$ cat config.mk
export PLATFORM = sky130hd
export DESIGN_NAME = page_repl_unit
export DESIGN_NICKNAME = d
export VERILOG_FILES = /design/src/rtl/page_repl_pkg.sv /design/src/rtl/pr_lookup.sv /design/src/rtl/pr_age.sv /design/src/rtl/pr_counter.sv /design/src/rtl/page_repl_unit.sv
export SDC_FILE = /design/constraint.sdc
export NUM_CORES = 1
export LEC_CHECK = 0
export BUFFER_PORTS_ARGS = -buffer_cell sky130_fd_sc_hd__buf_2
export CAP_MARGIN = 40
export CORE_MARGIN = 2
export CORE_UTILIZATION = 52
export DETAILED_ROUTE_END_ITERATION = 8
export GPL_TIMING_DRIVEN = 0
export PLACE_DENSITY = 0.75
export SETUP_SLACK_MARGIN = 0.1
export SKIP_LAST_GASP = 1
export SYNTH_ARGS = -nofsm -noshare
export SYNTH_HDL_FRONTEND = slang
export SYNTH_SLANG_ARGS = --single-unit
export TNS_END_PERCENT = 100
$ cat constraint.sdc
create_clock -name clk_i -period 2.5 [get_ports clk_i]
set_input_delay 0.625 -clock clk_i [delete_from_list [all_inputs] [get_ports clk_i]]
set_output_delay 0.625 -clock clk_i [all_outputs]
set_load 0.05 [all_outputs]
$ cat src/rtl/page_repl_pkg.sv
package page_repl_pkg;
  typedef enum logic {
    POL_FIFO = 1'b0,
    POL_LRU  = 1'b1
  } policy_e;
endpackage

$ cat src/rtl/pr_lookup.sv
module pr_lookup #(
  parameter int NUM_FRAMES = 3,
  parameter int PAGE_W     = 8,
  localparam int IDX_W     = $clog2(NUM_FRAMES)
) (
  input  logic                  clk_i,
  input  logic                  rst_ni,
  input  logic [NUM_FRAMES-1:0] valid_i,
  input  logic [PAGE_W-1:0]     tag_i [NUM_FRAMES],
  input  logic [PAGE_W-1:0]     page_i,
  output logic                  hit_o,
  output logic [IDX_W-1:0]      hit_idx_o,
  output logic                  full_o,
  output logic [IDX_W-1:0]      free_idx_o
);
  logic [NUM_FRAMES-1:0] match;

  for (genvar g = 0; g < NUM_FRAMES; g++) begin : g_cmp
    assign match[g] = valid_i[g] && (tag_i[g] == page_i);
  end

  assign hit_o  = |match;
  assign full_o = &valid_i;

  always_comb begin
    hit_idx_o  = '0;
    free_idx_o = '0;
    for (int i = NUM_FRAMES - 1; i >= 0; i--) begin
      if (match[i])    hit_idx_o  = IDX_W'(i);
      if (!valid_i[i]) free_idx_o = IDX_W'(i);
    end
  end

  // a page is never resident in two frames
  single_match_chk: assert property (@(posedge clk_i) disable iff (!rst_ni)
    $onehot0(match));
endmodule

$ cat src/rtl/pr_age.sv
module pr_age #(
  parameter int NUM_FRAMES = 3,
  localparam int IDX_W     = $clog2(NUM_FRAMES)
) (
  input  logic             clk_i,
  input  logic             rst_ni,
  input  logic             clear_i,
  input  logic             touch_i,
  input  logic [IDX_W-1:0] touch_idx_i,
  output logic [IDX_W-1:0] victim_idx_o
);
  localparam logic [IDX_W-1:0] OLDEST = IDX_W'(NUM_FRAMES - 1);

  // rank 0 = newest, NUM_FRAMES-1 = oldest; ranks stay a permutation
  logic [IDX_W-1:0]      rank_q [NUM_FRAMES];
  logic [NUM_FRAMES-1:0] oldest_vec;

  for (genvar g = 0; g < NUM_FRAMES; g++) begin : g_rank
    always_ff @(posedge clk_i or negedge rst_ni) begin
      if (!rst_ni) begin
        rank_q[g] <= IDX_W'(g);
      end else if (clear_i) begin
        rank_q[g] <= IDX_W'(g);
      end else if (touch_i) begin
        if (touch_idx_i == IDX_W'(g))            rank_q[g] <= '0;
        else if (rank_q[g] < rank_q[touch_idx_i]) rank_q[g] <= rank_q[g] + 1'b1;
      end
    end
    assign oldest_vec[g] = (rank_q[g] == OLDEST);
  end

  always_comb begin
    victim_idx_o = '0;
    for (int i = 0; i < NUM_FRAMES; i++)
      if (oldest_vec[i]) victim_idx_o = IDX_W'(i);
  end

  // exactly one frame is oldest at all times
  one_oldest_chk: assert property (@(posedge clk_i) disable iff (!rst_ni)
    $onehot(oldest_vec));

  // a touched frame becomes newest
  touch_newest_chk: assert property (@(posedge clk_i) disable iff (!rst_ni)
    (touch_i && !clear_i) |=> (rank_q[$past(touch_idx_i)] == '0));
endmodule

$ cat src/rtl/pr_counter.sv
module pr_counter #(
  parameter int CNT_W = 16
) (
  input  logic             clk_i,
  input  logic             rst_ni,
  input  logic             clear_i,
  input  logic             inc_i,
  output logic [CNT_W-1:0] cnt_o
);
  always_ff @(posedge clk_i or negedge rst_ni) begin
    if (!rst_ni)      cnt_o <= '0;
    else if (clear_i) cnt_o <= '0;
    else if (inc_i)   cnt_o <= cnt_o + 1'b1;
  end
endmodule

$ cat src/rtl/page_repl_unit.sv
module page_repl_unit
  import page_repl_pkg::*;
#(
  parameter int NUM_FRAMES = 3,
  parameter int PAGE_W     = 8,
  parameter int CNT_W      = 16,
  localparam int IDX_W     = $clog2(NUM_FRAMES)
) (
  input  logic              clk_i,
  input  logic              rst_ni,
  input  logic              clear_i,
  input  logic              mode_lru_i,
  input  logic              ref_valid_i,
  input  logic [PAGE_W-1:0] ref_page_i,
  output logic              resp_valid_o,
  output logic              hit_o,
  output logic [IDX_W-1:0]  frame_o,
  output logic              evict_valid_o,
  output logic [PAGE_W-1:0] evict_page_o,
  output logic [CNT_W-1:0]  hit_cnt_o,
  output logic [CNT_W-1:0]  miss_cnt_o
);
  logic [PAGE_W-1:0]     tag_q [NUM_FRAMES];
  logic [NUM_FRAMES-1:0] valid_q;

  logic             lk_hit, lk_full;
  logic [IDX_W-1:0] lk_hit_idx, lk_free_idx, victim_idx, sel_idx;
  logic             accept, touch, evict;
  policy_e          policy;

  assign policy = policy_e'(mode_lru_i);
  assign accept = ref_valid_i && !clear_i;

  pr_lookup #(.NUM_FRAMES(NUM_FRAMES), .PAGE_W(PAGE_W)) u_lookup (
    .clk_i      (clk_i),
    .rst_ni     (rst_ni),
    .valid_i    (valid_q),
    .tag_i      (tag_q),
    .page_i     (ref_page_i),
    .hit_o      (lk_hit),
    .hit_idx_o  (lk_hit_idx),
    .full_o     (lk_full),
    .free_idx_o (lk_free_idx)
  );

  always_comb begin
    if (lk_hit)       sel_idx = lk_hit_idx;
    else if (lk_full) sel_idx = victim_idx;
    else              sel_idx = lk_free_idx;
    evict = accept && !lk_hit && lk_full;
    // insertion always touches; a hit touches only in recency mode
    touch = accept && (!lk_hit || policy == POL_LRU);
  end

  pr_age #(.NUM_FRAMES(NUM_FRAMES)) u_age (
    .clk_i        (clk_i),
    .rst_ni       (rst_ni),
    .clear_i      (clear_i),
    .touch_i      (touch),
    .touch_idx_i  (sel_idx),
    .victim_idx_o (victim_idx)
  );

  for (genvar g = 0; g < NUM_FRAMES; g++) begin : g_frame
    always_ff @(posedge clk_i or negedge rst_ni) begin
      if (!rst_ni) begin
        valid_q[g] <= 1'b0;
        tag_q[g]   <= '0;
      end else if (clear_i) begin
        valid_q[g] <= 1'b0;
      end else if (accept && !lk_hit && sel_idx == IDX_W'(g)) begin
        valid_q[g] <= 1'b1;
        tag_q[g]   <= ref_page_i;
      end
    end
  end

  always_ff @(posedge clk_i or negedge rst_ni) begin
    if (!rst_ni) begin
      resp_valid_o  <= 1'b0;
      hit_o         <= 1'b0;
      frame_o       <= '0;
      evict_valid_o <= 1'b0;
      evict_page_o  <= '0;
    end else begin
      resp_valid_o  <= accept;
      hit_o         <= accept && lk_hit;
      evict_valid_o <= evict;
      if (accept) begin
        frame_o      <= sel_idx;
        evict_page_o <= evict ? tag_q[victim_idx] : '0;
      end
    end
  end

  pr_counter #(.CNT_W(CNT_W)) u_hit_cnt (
    .clk_i   (clk_i),
    .rst_ni  (rst_ni),
    .clear_i (clear_i),
    .inc_i   (accept && lk_hit),
    .cnt_o   (hit_cnt_o)
  );

  pr_counter #(.CNT_W(CNT_W)) u_miss_cnt (
    .clk_i   (clk_i),
    .rst_ni  (rst_ni),
    .clear_i (clear_i),
    .inc_i   (accept && !lk_hit),
    .cnt_o   (miss_cnt_o)
  );

  logic [CNT_W-1:0] cnt_sum;
  assign cnt_sum = hit_cnt_o + miss_cnt_o;


  resp_follows_ref_chk: assert property (@(posedge clk_i) disable iff (!rst_ni)
    accept |=> resp_valid_o);


  no_spurious_resp_chk: assert property (@(posedge clk_i) disable iff (!rst_ni)
    !accept |=> !resp_valid_o);


  evict_on_miss_chk: assert property (@(posedge clk_i) disable iff (!rst_ni)
    evict_valid_o |-> (resp_valid_o && !hit_o));


  cnt_step_chk: assert property (@(posedge clk_i) disable iff (!rst_ni)
    accept |=> (cnt_sum == $past(cnt_sum) + 1'b1));


  clear_zero_chk: assert property (@(posedge clk_i) disable iff (!rst_ni)
    clear_i |=> (hit_cnt_o == '0 && miss_cnt_o == '0 && valid_q == '0));


  idle_hold_chk: assert property (@(posedge clk_i) disable iff (!rst_ni)
    (!ref_valid_i && !clear_i) |=> ($stable(hit_cnt_o) && $stable(miss_cnt_o) && $stable(valid_q)));

  // filling a free frame never reports an eviction
  fill_no_evict_chk: assert property (@(posedge clk_i) disable iff (!rst_ni)
    (accept && !lk_hit && !lk_full) |=> !evict_valid_o);
endmodule

* After elaboration in Yosys (flattened, before gate mapping)
Index checks and enable logic that the tools add are counted.
Word-level totals: register bits 78, input bits 13, output and inout bits 45, word-level logic and storage cells 107
Operators by class: add/subtract/negate cells 5, $lt $le $gt $ge 5, eq/ne operators 7, multiplexer cells 39, bitwise logic cells 3, reduce and logical (&&, ||, !) cells 32
Operator list (count):
- two-way mux 16 bit | 4
- two-way mux 2 bit | 23
- adder 16 x 1 -> 16 bit, second input constant | 2
- equality test 8 bit | 3
- two-way mux 8 bit | 3
- binary-select mux 8 bit (select 2 bit) | 1
- AND reduction 2 bit | 6
- nonzero test 2 bit | 6
- logical AND 1 bit | 11
- nonzero test 3 bit | 3
- two-way mux 1 bit | 7
- adder 2 x 1 -> 2 bit, second input constant | 3
- equality test 2 bit, second input constant | 3
- greater-or-equal comparator 3 bit, second input constant | 2
- less-than comparator 2 bit | 3
- inverter 2 -> 3 bit | 2
- binary-select mux 2 bit (select 2 bit) | 1
- AND reduction 3 bit | 1
- OR reduction 3 bit | 1
- equality test 2 x 1 -> 1 bit, second input constant | 1
- zero test 1 bit | 2
- zero test 2 bit | 1
- logical OR 1 bit | 1
- inverter 1 bit | 1

* Longest topological paths before layout
Gate-level depths: netlist of the first run.
word-level depth 15, gate-level depth with buffers 13, depth with buffers taken out 10

* Hierarchy
From an unflattened synthesis of the first run, not the netlist that was laid out.
Unflattened totals: cells, all modules 384, area total of the unflattened synthesis 4364.2 um^2
By module, submodules not included:
- page_repl_unit | instances 1, cells an instance 120, area an instance 1786.7 um^2, sequential area each 1001.0 um^2
- pr_counter | instances 2, cells an instance 82, area an instance 872.1 um^2, sequential area each 400.4 um^2
- pr_age | instances 1, cells an instance 58, area an instance 514.2 um^2, sequential area each 152.6 um^2
- pr_lookup | instances 1, cells an instance 42, area an instance 319.1 um^2, sequential area each 0.0 um^2

* Worst setup path before layout of the first run
OpenSTA, ideal clock, no wires.
path kind input to register, from input ref_page_i[3], to register u_age.rank_q[2] (netlist bit), arrival time 2.482 ns, required time 2.422 ns, slack -0.060 ns, stages on the path 9, cells stage by stage buf_4 xnor2_1 nand4_1 or3_4 a211oi_4 mux2i_1 o21ai_2 a211o_1 a31o_1
Between the ends: cells in the longest elaborated chain, start to end 13
RTL lines:
- start: declaration | line page_repl_unit.sv:14 | input logic [PAGE_W-1:0] ref_page_i,
- equality test 8 bit | line pr_lookup.sv:19 | assign match[g] = valid_i[g] && (tag_i[g] == page_i);
- logical AND 1 bit | line pr_lookup.sv:19
- two-way mux 2 bit (3 in series) | line pr_lookup.sv:29 | if (match[i]) hit_idx_o = IDX_W'(i);
- two-way mux 2 bit | line page_repl_unit.sv:47 | if (lk_hit) sel_idx = lk_hit_idx;
- inverter 2 -> 3 bit (not written as such) | line pr_age.sv:26 | else if (rank_q[g] < rank_q[touch_idx_i]) rank_q[g] <= rank_q[g] + 1'b1;
- binary-select mux 2 bit (select 2 bit) | line pr_age.sv:26
- two-way mux 2 bit (not written as such) (2 in series) | line pr_age.sv:26
- less-than comparator 2 bit | line pr_age.sv:26
- nonzero test 3 bit (no source line)
- AND reduction 2 bit (no source line)
- end signal: indexed assignment | line pr_age.sv:21 | rank_q[g] <= IDX_W'(g);
- end signal: indexed assignment | line pr_age.sv:23 | rank_q[g] <= IDX_W'(g);
- end: declaration | line pr_age.sv:15 | logic [IDX_W-1:0] rank_q [NUM_FRAMES];
Several ways; a longest one is shown, not always the timed one. The select of a mux whose other input is x is not followed. A chain may end at the register's enable or synchronous reset.

* Worst setup path after layout of the first run
from register tag_q[1] (netlist bit), to register tag_q[23] (netlist bit)
Between the ends: cells in the longest elaborated chain, start to end 9
RTL lines:
- start: declaration | line page_repl_unit.sv:23 | logic [PAGE_W-1:0] tag_q [NUM_FRAMES];
- start signal: indexed assignment | line page_repl_unit.sv:73 | tag_q[g] <= ref_page_i;
- equality test 8 bit (*) | line pr_lookup.sv:19
- logical AND 1 bit (*) | line pr_lookup.sv:19
- two-way mux 2 bit (3 in series) | line pr_lookup.sv:29
- two-way mux 2 bit | line page_repl_unit.sv:47
- zero test 2 bit | line page_repl_unit.sv:71 | end else if (accept && !lk_hit && sel_idx == IDX_W'(g)) begin
- logical AND 1 bit (*) | line page_repl_unit.sv:71
- AND reduction 2 bit (no source line) (*)
Mark *: on every way between the ends. The rest lies on a longest branch, timed or not.

==> results of run 1 <==
==> sequential cells by signal, summed over array words and instances, names as in the netlist <==
register,cells
evict_page_o,8
resp_valid_o,1
hit_o,1
u_miss_cnt.cnt_o,16
evict_valid_o,1
frame_o,2
u_age.rank_q,6
valid_q,3
tag_q,24
u_hit_cnt.cnt_o,16
==> metrics by stage <==
stage	cells	TNS [ps]	area, µm²	util [%]
after floorplan	411	-122.1	4264	-
final	609	0	5291	68.12
after detailed placement	563	-10660	4667	60.08
after global placement	562	-8605	4637	59.70
after CTS	588	0	5027	64.72
after global routing	609	-37.90	5291	68.12
==> routing by layer <==
metal / GRT usage (%) / vias up / share of wire [%]
li1: - / 1597 / -
met1: 28.49 / 1615 / 44
met2: 36.19 / 103 / 48
met3: 3.692 / 23 / 4.9
met4: 8.333 / 0 / 2.2
met5: 0 / - / 0
==> power groups by stage <==
stage | registers, mW | clock network, mW | logic, mW
6_report | 1.57 | 1.06 | 0.882
5_1_grt | 1.59 | 1.12 | 0.954
4_1_cts | 1.56 | 1.08 | 0.778
3_5_place_dp | 1.59 | 0 | 0.715
3_3_place_gp | 1.58 | 0 | 0.690
2_1_floorplan | 1.58 | 0 | 0.541
==> what timing repair did <==
| action | in CTS | in global routing |
|---|---|---|
| pin swaps | 7 | 11 |
| endpoints found under the hold margin | 0 | 0 |
| gates resized for setup | 9 | 17 |
| buffers inserted | 10 | 20 |
| gates cloned | 0 | 1 |
| setup endpoints to repair | 32 | 50 |
==> Yosys cell counts (3+ instances only) <==
cell      number
buf_4          3
ha_1           4
and3_1         7
mux2_2        25
clkbuf_1       9
o211ai_1       3
xnor2_1       31
nor2_1        46
nor3_1         8
nand2_1       45
inv_1          9
nand4_1       13
a21oi_1       13
xor2_1        19
buf_6          8
o21ai_0       14
or3_1          3
dfrtp_1       76
mux2i_1       14
nand3_1       13
==> logic make-up (layout without fill, tap and decap cells) <==
family | Yosys count | in the layout
adder cells (fa/ha/maj) | 4 | 4
flip-flops | 78 | 78
buffers and inverters | 31 | 127
AND/OR/NAND/NOR | 155 | 155
XOR/XNOR | 52 | 52
multiplexers | 39 | 39
AO/OA/AOI/OAI | 52 | 52
==> final timing paths <==
path                                 start                  to  depth (start not counted)
setup reg to reg                  tag_q[1]           tag_q[23]                          9
min in group clk_i         evict_page_o[5]     evict_page_o[5]                          2
max in group asynchronous           rst_ni           tag_q[21]                          2
setup / recovery                  tag_q[1]           tag_q[23]                          9
hold reg to reg            evict_page_o[5]     evict_page_o[5]                          2
hold / removal                      rst_ni  u_hit_cnt.cnt_o[8]                          1
==> area by class of cell <==
| class | count | share of cell area (%) |
|---|---|---|
| plain buffers | 21 | 3.358 |
| flip-flops and latches | 78 | 36.94 |
| repair buffers | 81 | 10.40 |
| multi-input cells | 302 | 42.02 |
| clock buffers | 11 | 2.672 |
| clock inverters | 5 | 1.561 |
| well taps | 102 | 2.412 |
| inverters | 9 | 0.6384 |
==> results.py, run 1 <==
metrics = {
    "layout": {
        "multiInputGateArea_um2": 2223,
        "num_antenna_cells": 0,
        "n_fill_cell": 597,
        "final_cell_mix": "76 x dfrtp_1, 49 x buf_2, 46 x nor2_1, 44 x nand2_1, 29 x buf_4",
        "layout_commonest_cell": "dfrtp_1",
        "nets": 519,
        "drive_above_1_share_pct": 33.73,
        "syn_to_final_growth_pct": 25.86,
        "seq_area_um2": 1954,
    },
    "sta": {
        "slew_violations": 0,
        "relSlewSlack_pct": 63.84,
        "holdWs_ps": 209.1,
        "worstMarginPinSlew_ps": 542.4,
        "finalWorstSetupSlack_ps": 87.34,
        "rsz0062_at_grt": "true",
        "finalCritPeriodShare_pct": 96.51,
        "min_period_ps": 2413,
        "hold_violations": 0,
        "setup_violations": 0,
        "max_freq_mhz": 414.5,
        "finalClockSkew_ps": 12.33,
    },
    "yosys": {
        "yosys_warnings": 0,
        "syn_area_um2": 4204,
        "seq_area_frac_synth_pct": 46.49,
        "synth-adder-area-share_pct": 1.190,
        "synth_compound_area_share_pct": 8.214,
        "synth-seq-cells": 78,
        "async_flop_share_pct": 100.0,
        "synthSimpleGateAreaFrac_pct": 18.36,
        "synth_nets": 428,
        "synth_largest_area_cell": "dfrtp_1",
        "synth.distinct_cells": 56,
        "ys.flop_type": "dfrtp_1",
        "synth_top_area_share_pct": 45.24,
        "muxShareOfSynthArea_pct": 10.03,
        "ys_top_cells_by_area": "dfrtp_1 45%, mux2_2 6.7%, xnor2_1 6.5%, nor2_1 4.1%, nand2_1 4.0%",
        "synth-xor-area-share_pct": 11.19,
        "synth_top_family_by_area": "simple AND/OR/NAND/NOR gates",
        "postSynthCellCount": 411,
        "syn_area_per_cell_um2": 10.23,
        "synth_edf_count": 0,
    },
    "global_route": {
        "grt_max_degree": 50,
        "grt_pass1_vias": 3201,
        "grt_first_pass_wirelength_mm": 15.22,
        "grt_usage_pct": 21.76,
        "grt.overflow.total": 0,
        "antenna_found_initial": 0,
    },
    "setup_path": {
        "required_ps": 2730,
        "cp-end-kind": "flop",
        "cp_num_buf_inv": 3,
        "cp_top_family": "simple AND/OR/NAND/NOR gates",
        "path_max_fanout": 7,
        "cp_cell_sequence": "xnor2_1, nand2_1, or3_4, a211oi_4, buf_6, buf_12, nor3_4, clkbuf_16, mux2_4",
        "cp_slowest_cell": "or3_4",
        "criticalPathCategory": "reg2reg",
        "cpPeakStageDelay_ps": 440,
        "arrival_ps": 2650,
        "critPathLaunchType": "flop",
        "r2r_setup_slack_ps": 90,
    },
    "clock_tree": {
        "clock_path_buffers": 2,
        "worstSkewPairLatency_ps": 340,
        "cts_buffers": 9,
        "ctsHoldBuffers": 0,
        "clk_pin_slew_ps": 90,
        "h-tree-depth": 3,
        "cts_root_buffer": "clkbuf_8",
        "clock_sinks": 78,
        "cts_tree": "yes",
    },
    "power_and_ir_drop": {
        "ir_drop_mv": 0.4009,
        "p_sw_share_pct": 29.43,
        "power_frac_seq_pct": 44.6,
        "power.internal_mw": 2.481,
        "p_leak_nw": 2.435,
        "p_comb_share_pct": 25.1,
        "p_total_mw": 3.516,
        "power_density_nw_per_um2": 664.5,
        "power.net_switching_mw": 1.035,
        "p_clk_share_pct": 30.3,
    },
    "outcome": {
        "status": "complete, no violations",
    },
    "floorplan": {
        "die_height_um": 93.92,
        "die_w_um": 93.92,
        "num_rows": 32,
        "die_area_um2": 8820,
        "initial_core_util_pct": 54.12,
        "ios": 58,
        "coreArea_um2": 7767,
    },
    "route": {
        "drt_first_iter_violations": 132,
        "ant_nets": 0,
        "dr.pass1.iters": 4,
        "num_vias": 3338,
        "drc": 0,
        "viasPerCell": 5.481,
        "wirelength_mm": 9.729,
        "wl_per_cell_um": 15.98,
    },
    "placed_design": {
        "io_buffers": 49,
        "pre_cts_ws_ps": -370.8,
        "globalplace.congestion": 0.8663,
        "dp_hpwl_mm": 6.318,
    },
    "job": {
        "drv_cap": 0,
    },
    "worst_hold_path": {
        "min-delay-path-class": "in2async",
    },
}
Power figures use the tool's default switching activity.
==> inputs of run 2 (changes only) <==
- SYNTH_HIERARCHICAL: default -> 1
==> run 2 against run 1 <==
  * The flow now finishes with violations (setup timing)
  * Die area up 3.6%
  * Core utilization is 1.1 points higher
  * Register-to-register slack lost 820 ps
  * Clock power down 11%
  * First-iteration DRC count up 0.76%
  * Non-clock buffer count rose by 1
  * Largest cell class unchanged
==> results.py, run 2 <==
metrics = {
    "layout": {
        "largest_reg_flops": 24,
        "final_util_pct": 69.24,
        "nets": 503,
        "seq_area_um2": 1954,
        "n_fill_cell": 598,
        "layout_commonest_cell": "dfrtp_1",
        "syn_to_final_growth_pct": 29.70,
        "num_antenna_cells": 0,
        "multiInputGateArea_um2": 2631,
        "largestRegisters": "tag_q (24), u_hit_cnt/cnt_o (16), u_miss_cnt/cnt_o (16)",
        "drive_above_1_share_pct": 43.85,
        "top_register": "tag_q",
        "final_cell_mix": "76 x dfrtp_1, 56 x buf_2, 35 x nor2_1, 25 x mux2_4, 24 x buf_4",
    },
    "floorplan": {
        "die_area_um2": 9141,
        "die_height_um": 95.61,
        "die_w_um": 95.61,
        "num_rows": 33,
        "ios": 58,
        "initial_core_util_pct": 53.38,
        "coreArea_um2": 8175,
    },
    "sta": {
        "max_freq_mhz": 309.7,
        "slew_violations": 0,
        "setup_violations": 16,
        "finalWorstSetupSlack_ps": -729.3,
        "worstMarginPinSlew_ps": 700.9,
        "fin_tns_setup_ps": -4259,
        "finalCritPeriodShare_pct": 129.2,
        "holdWs_ps": 199.7,
        "rsz0062_at_grt": "true",
        "min_period_ps": 3229,
        "relSlewSlack_pct": 53.27,
        "hold_violations": 0,
        "finalClockSkew_ps": 13.52,
    },
    "setup_path": {
        "required_ps": 2770,
        "arrival_ps": 3500,
        "criticalPathCategory": "reg2reg",
        "path_max_fanout": 4,
        "critPathLaunchType": "flop",
        "cp-end-kind": "flop",
    },
    "power_and_ir_drop": {
        "p_total_mw": 3.370,
        "power_density_nw_per_um2": 595.3,
        "p_leak_nw": 2.775,
        "ir_drop_mv": 0.3290,
    },
    "clock_tree": {
        "h-tree-depth": 3,
        "clock_sinks": 78,
        "cts_buffers": 9,
        "clk_pin_slew_ps": 90,
        "cts_tree": "yes",
        "clock_path_buffers": 2,
        "cts_root_buffer": "clkbuf_8",
        "worstSkewPairLatency_ps": 370,
    },
    "yosys": {
        "synth_largest_area_cell": "dfrtp_1",
        "ys_top_cells_by_area": "dfrtp_1 44%, mux2_4 7.2%, xnor2_1 4.8%, xor2_1 4.0%, mux2i_1 3.2%",
        "async_flop_share_pct": 100.0,
        "synth_nets": 404,
        "synth_edf_count": 0,
        "synth_commonest_cells": "76 x dfrtp_1, 37 x nor2_1, 24 x xnor2_1",
        "synth_top_area_share_pct": 43.58,
        "syn_area_um2": 4364,
        "synth-seq-cells": 78,
        "ys.flop_type": "dfrtp_1",
        "postSynthCellCount": 384,
        "syn_area_per_cell_um2": 11.37,
        "seq_area_frac_synth_pct": 44.78,
        "synth.distinct_cells": 51,
        "yosysMostFrequentCell": "dfrtp_1",
        "yosys_warnings": 6,
    },
    "outcome": {
        "violations": "setup timing",
        "status": "finished, violations left",
    },
    "placed_design": {
        "dp_hpwl_mm": 6.515,
        "globalplace.congestion": 0.8316,
        "pre_cts_ws_ps": -1041,
        "io_buffers": 57,
    },
    "global_route": {
        "grt_max_degree": 46,
        "grt_first_pass_wirelength_mm": 16.13,
        "grt.overflow.total": 0,
        "grt_usage_pct": 23.08,
        "grt_pass1_vias": 3236,
        "antenna_found_initial": 0,
    },
    "route": {
        "drt_first_iter_violations": 133,
        "viasPerCell": 5.659,
        "drc": 0,
        "wirelength_mm": 10.46,
        "dr.pass1.iters": 4,
        "ant_nets": 0,
        "num_vias": 3356,
        "wl_per_cell_um": 17.65,
    },
    "job": {
        "drv_cap": 0,
    },
    "worst_hold_path": {
        "min-delay-path-class": "in2async",
    },
}
run 2: changes by cell type after synthesis, sizes merged, moves of 8 or more:
cell   before  now
a22o        0    8
xnor2      33   24
nor2       46   37
nand2      46   13
nor4        3   11
mux2       25   35
run 2: what timing repair did:
action,4_1_cts,5_1_grt
pin swaps,23,31
hold buffers,0,0
setup endpoints to repair,43,53
gates resized for setup,17,55
cloned,0,0
setup buffers,16,16
endpoints found under the hold margin,0,0
run 2: final timing paths:
check / startpoint / endpoint / slack, ps / cells past startpoint
worst min-delay path: rst_ni / u_miss_cnt/cnt_o[5] / 200 / 1
worst min register to register: frame_o[0] / frame_o[0] / 510 / 1
worst max-delay path: tag_q[19] / u_age/rank_q[0] / -730 / 14
min in group clk_i: frame_o[0] / frame_o[0] / 510 / 1
worst max register to register: tag_q[19] / u_age/rank_q[0] / -730 / 14
max in group asynchronous: rst_ni / u_age/rank_q[2] / 1650 / 2
run 2: layout make-up:
type | instances | share of cell area (%)
Clock buffer | 11 | 2.321
Multi-Input combinational cell | 276 | 46.49
Tap cell | 105 | 2.321
Sequential cell | 78 | 34.53
Clock inverter | 5 | 1.039
Inverter | 15 | 1.039
Timing Repair Buffer | 88 | 10.12
Buffer | 15 | 2.144
run 2: cell families after synthesis:
group,synth area share [%]
AND/OR/NAND/NOR,18.03
flip-flops,44.78
AO/OA/AOI/OAI,8.487
multiplexers,14.05
XOR/XNOR,8.830
buffers and inverters,3.813
adder cells (fa/ha/maj),2.007
run 2: layer usage:
| metal | part of all wire, % | vias up | track usage [%] |
|---|---|---|---|
| li1 | - | 1570 | - |
| met1 | 43 | 1698 | 30.95 |
| met2 | 51 | 70 | 38.11 |
| met3 | 3.8 | 18 | 3.874 |
| met4 | 1.7 | 0 | 7.500 |
| met5 | 0 | - | 0 |
run 2: per-stage QoR:
step	instances	instance area [µm²]
4_1_cts	579	5264
3_5_place_dp	547	4872
6_report	593	5660
3_3_place_gp	546	4842
2_1_floorplan	384	4425
5_1_grt	593	5660
run 2: worst max-delay path: stages (launching register included):
cell and delay, ps:
dfrtp_1 430, xnor2_2 180, nand4_1 160, or3_4 430, nand3_4 100, inv_4 60
mux2_4 330, mux2i_2 200, nor2_2 70, a21oi_4 220, ha_4 250, o21bai_4 130
a211oi_2 60, or4_1 430, o311ai_1 90
run 2: where the power goes:
| group | internal [mW] | switching [mW] | total (mW) | leakage (nW) |
|---|---|---|---|---|
| clock | 0.464 | 0.482 | 0.946 | 0.0899 |
| combinational | 0.462 | 0.376 | 0.839 | 1.65 |
| sequential | 1.41 | 0.176 | 1.58 | 1.04 |
==> inputs of run 3 (changes only) <==
- BUFFER_PORTS_ARGS: -buffer_cell sky130_fd_sc_hd__buf_2 -> -buffer_cell sky130_fd_sc_hd__clkbuf_2
- CORE_MARGIN: 2 -> 1.5
- CORE_UTILIZATION: 52 -> 55
- PLACE_DENSITY: 0.75 -> 0.76
- clock period: 2.5 -> 4.09 ns (I/O delays scaled with it)
==> run 3 against run 2 <==
  * The flow now finishes without violations
  * Routed wire length shrank 14%
  * Critical path depth unchanged
  * Setup slack better by 960 ps
  * Combinational power shrank 50%
  * Sequential share of layout area increased by 4.3 points
  * Clock-buffer cell count is the same
  * Power shrank 42%
  * Die area decreased by 7.3%
  * Critical endpoint unchanged
  * Largest cell class unchanged
==> results.py, run 3 (same netlist as run 2, synthesis figures left out) <==
metrics = {
    "outcome": {
        "status": "complete, no violations",
    },
    "setup_path": {
        "critPathLaunchType": "input port",
        "required_ps": 4340,
        "cp-end-kind": "flop",
        "path_max_fanout": 8,
        "r2r_cells": 13,
        "criticalPathCategory": "in2reg",
        "arrival_ps": 4110,
    },
    "power_and_ir_drop": {
        "p_clk_share_pct": 30.2,
        "power_frac_seq_pct": 48.4,
        "ir_drop_mv": 0.2232,
        "power_density_nw_per_um2": 391.8,
        "power.internal_mw": 1.383,
        "p_leak_nw": 2.296,
        "p_sw_share_pct": 29.79,
        "power.net_switching_mw": 0.5870,
        "p_comb_share_pct": 21.4,
        "p_total_mw": 1.970,
    },
    "clock_tree": {
        "worstSkewPairLatency_ps": 360,
        "cts_tree": "yes",
        "cts_root_buffer": "clkbuf_8",
        "clk_pin_slew_ps": 80,
        "cts_buffers": 9,
        "h-tree-depth": 3,
        "clock_path_buffers": 2,
        "ctsHoldBuffers": 0,
        "clock_sinks": 78,
    },
    "route": {
        "ant_nets": 0,
        "wl_per_cell_um": 16.07,
        "drc": 0,
        "viasPerCell": 5.715,
        "num_vias": 3206,
        "drt_first_iter_violations": 129,
        "wirelength_mm": 9.013,
        "dr.pass1.iters": 4,
    },
    "floorplan": {
        "num_rows": 32,
        "coreArea_um2": 7687,
        "die_w_um": 92.08,
        "initial_core_util_pct": 56.77,
        "die_height_um": 92.08,
        "die_area_um2": 8478,
        "ios": 58,
    },
    "layout": {
        "stdcell_area_um2": 5029,
        "num_antenna_cells": 0,
        "largest_reg_flops": 24,
        "largestRegisters": "tag_q (24), u_hit_cnt/cnt_o (16), u_miss_cnt/cnt_o (16)",
        "nets": 474,
        "syn_to_final_growth_pct": 15.22,
        "final_cell_mix": "76 x dfrtp_1, 56 x clkbuf_2, 37 x nor2_1, 24 x xnor2_1, 22 x mux2_4",
        "layout_commonest_cell": "dfrtp_1",
        "drive_above_1_share_pct": 31.37,
        "top_register": "tag_q",
    },
    "sta": {
        "max_freq_mhz": 259.1,
        "slew_violations": 0,
        "hold_violations": 0,
        "finalCritPeriodShare_pct": 94.38,
        "rsz0062_at_grt": "false",
        "finalClockSkew_ps": 14.54,
        "min_period_ps": 3860,
        "worstMarginPinSlew_ps": 555.0,
        "relSlewSlack_pct": 63.00,
        "setup_violations": 0,
    },
    "placed_design": {
        "dpl-instance-area_um2": 4807,
        "dp_hpwl_mm": 6.366,
        "globalplace.congestion": 0.8480,
        "io_buffers": 57,
    },
    "global_route": {
        "grt_usage_pct": 22.26,
        "grt_pass1_vias": 3041,
        "antenna_found_initial": 0,
        "grt.overflow.total": 0,
        "grt_max_degree": 46,
        "grt_first_pass_wirelength_mm": 14.68,
    },
    "worst_hold_path": {
        "min-delay-path-class": "reg2reg",
        "hold_depth": 1,
    },
    "job": {
        "drv_cap": 0,
    },
}
-- run 3: cell types whose count changed in the layout (fill, tap and decap cells not counted), moves of 6 or more --
| cell | before | now |
|---|---|---|
| nor4_4 | 8 | 0 |
| xnor2_1 | 18 | 24 |
| xnor2_2 | 6 | 0 |
| buf_6 | 16 | 6 |
| nor4_2 | 2 | 10 |
| clkbuf_2 | 3 | 56 |
| buf_4 | 24 | 3 |
| buf_2 | 56 | 1 |
-- run 3: layer usage --
layer | global-route usage [%] | wire (µm) | share of wire (%)
met5 | 0 | 0 | 0
met4 | 9.615 | 167 | 1.9
met3 | 5.141 | 339 | 3.8
met2 | 35.49 | 4351 | 48
met1 | 28.99 | 4154 | 46
-- run 3: what timing repair did --
item                                    CTS  global route
setup buffers                             0             1
endpoints found under the setup margin    0             4
gates resized for setup                   0             3
-- run 3: power by group through the flow --
stage | clock, mW | combinational [mW] | sequential, mW
after floorplan | 0 | 0.302 | 0.960
after global placement | 0 | 0.398 | 0.959
after detailed placement | 0 | 0.411 | 0.964
after CTS | 0.607 | 0.414 | 0.949
after global routing | 0.639 | 0.457 | 0.961
final | 0.594 | 0.422 | 0.954
-- run 3: layout make-up --
cell class,count,area [µm²]
plain buffers,15,110.1
clock buffers,11,141.4
clock inverters,5,58.81
fillers,606,2659
inverters,15,56.30
multi-input cells,276,2257
flip-flops and latches,78,1954
well taps,102,127.6
repair buffers,59,322.8
-- run 3: worst paths after layout --
check,from,endpoint,slack (ps)
setup / recovery,ref_page_i[6],u_age/rank_q[0],230
min in group asynchronous,rst_ni,u_miss_cnt/cnt_o[7],640
hold / removal,frame_o[0],frame_o[0],510
max in group asynchronous,rst_ni,u_age/rank_q[2],2800
setup reg to reg,tag_q[22],u_age/rank_q[0],630
hold reg to reg,frame_o[0],frame_o[0],510
-- run 3: critical path, stage by stage --
cell	delay (ps)
clkbuf_2	140
xnor2_1	200
nand4_1	200
or3_1	390
nand3_1	160
inv_1	130
mux2_2	380
and2b_4	220
a21oi_2	200
ha_1	260
o21bai_1	150
a211oi_2	80
or4_1	480
o311ai_1	90
-- run 3: per-stage QoR --
stage / TNS, ps / util [%] / std cells / hold slack, ps / worst slack (ps)
4_1_cts: 0 / 65.14 / 560 / 514.3 / 219.7
3_3_place_gp: -190.1 / 62.14 / 543 / 490.6 / -102.1
3_5_place_dp: -418.2 / 62.53 / 544 / 492.5 / -163.7
6_report: 0 / 65.41 / 561 / 511.6 / 229.9
2_1_floorplan: 0 / - / 384 / 501.2 / 413.4
5_1_grt: 0 / 65.41 / 561 / 521.7 / 102.6
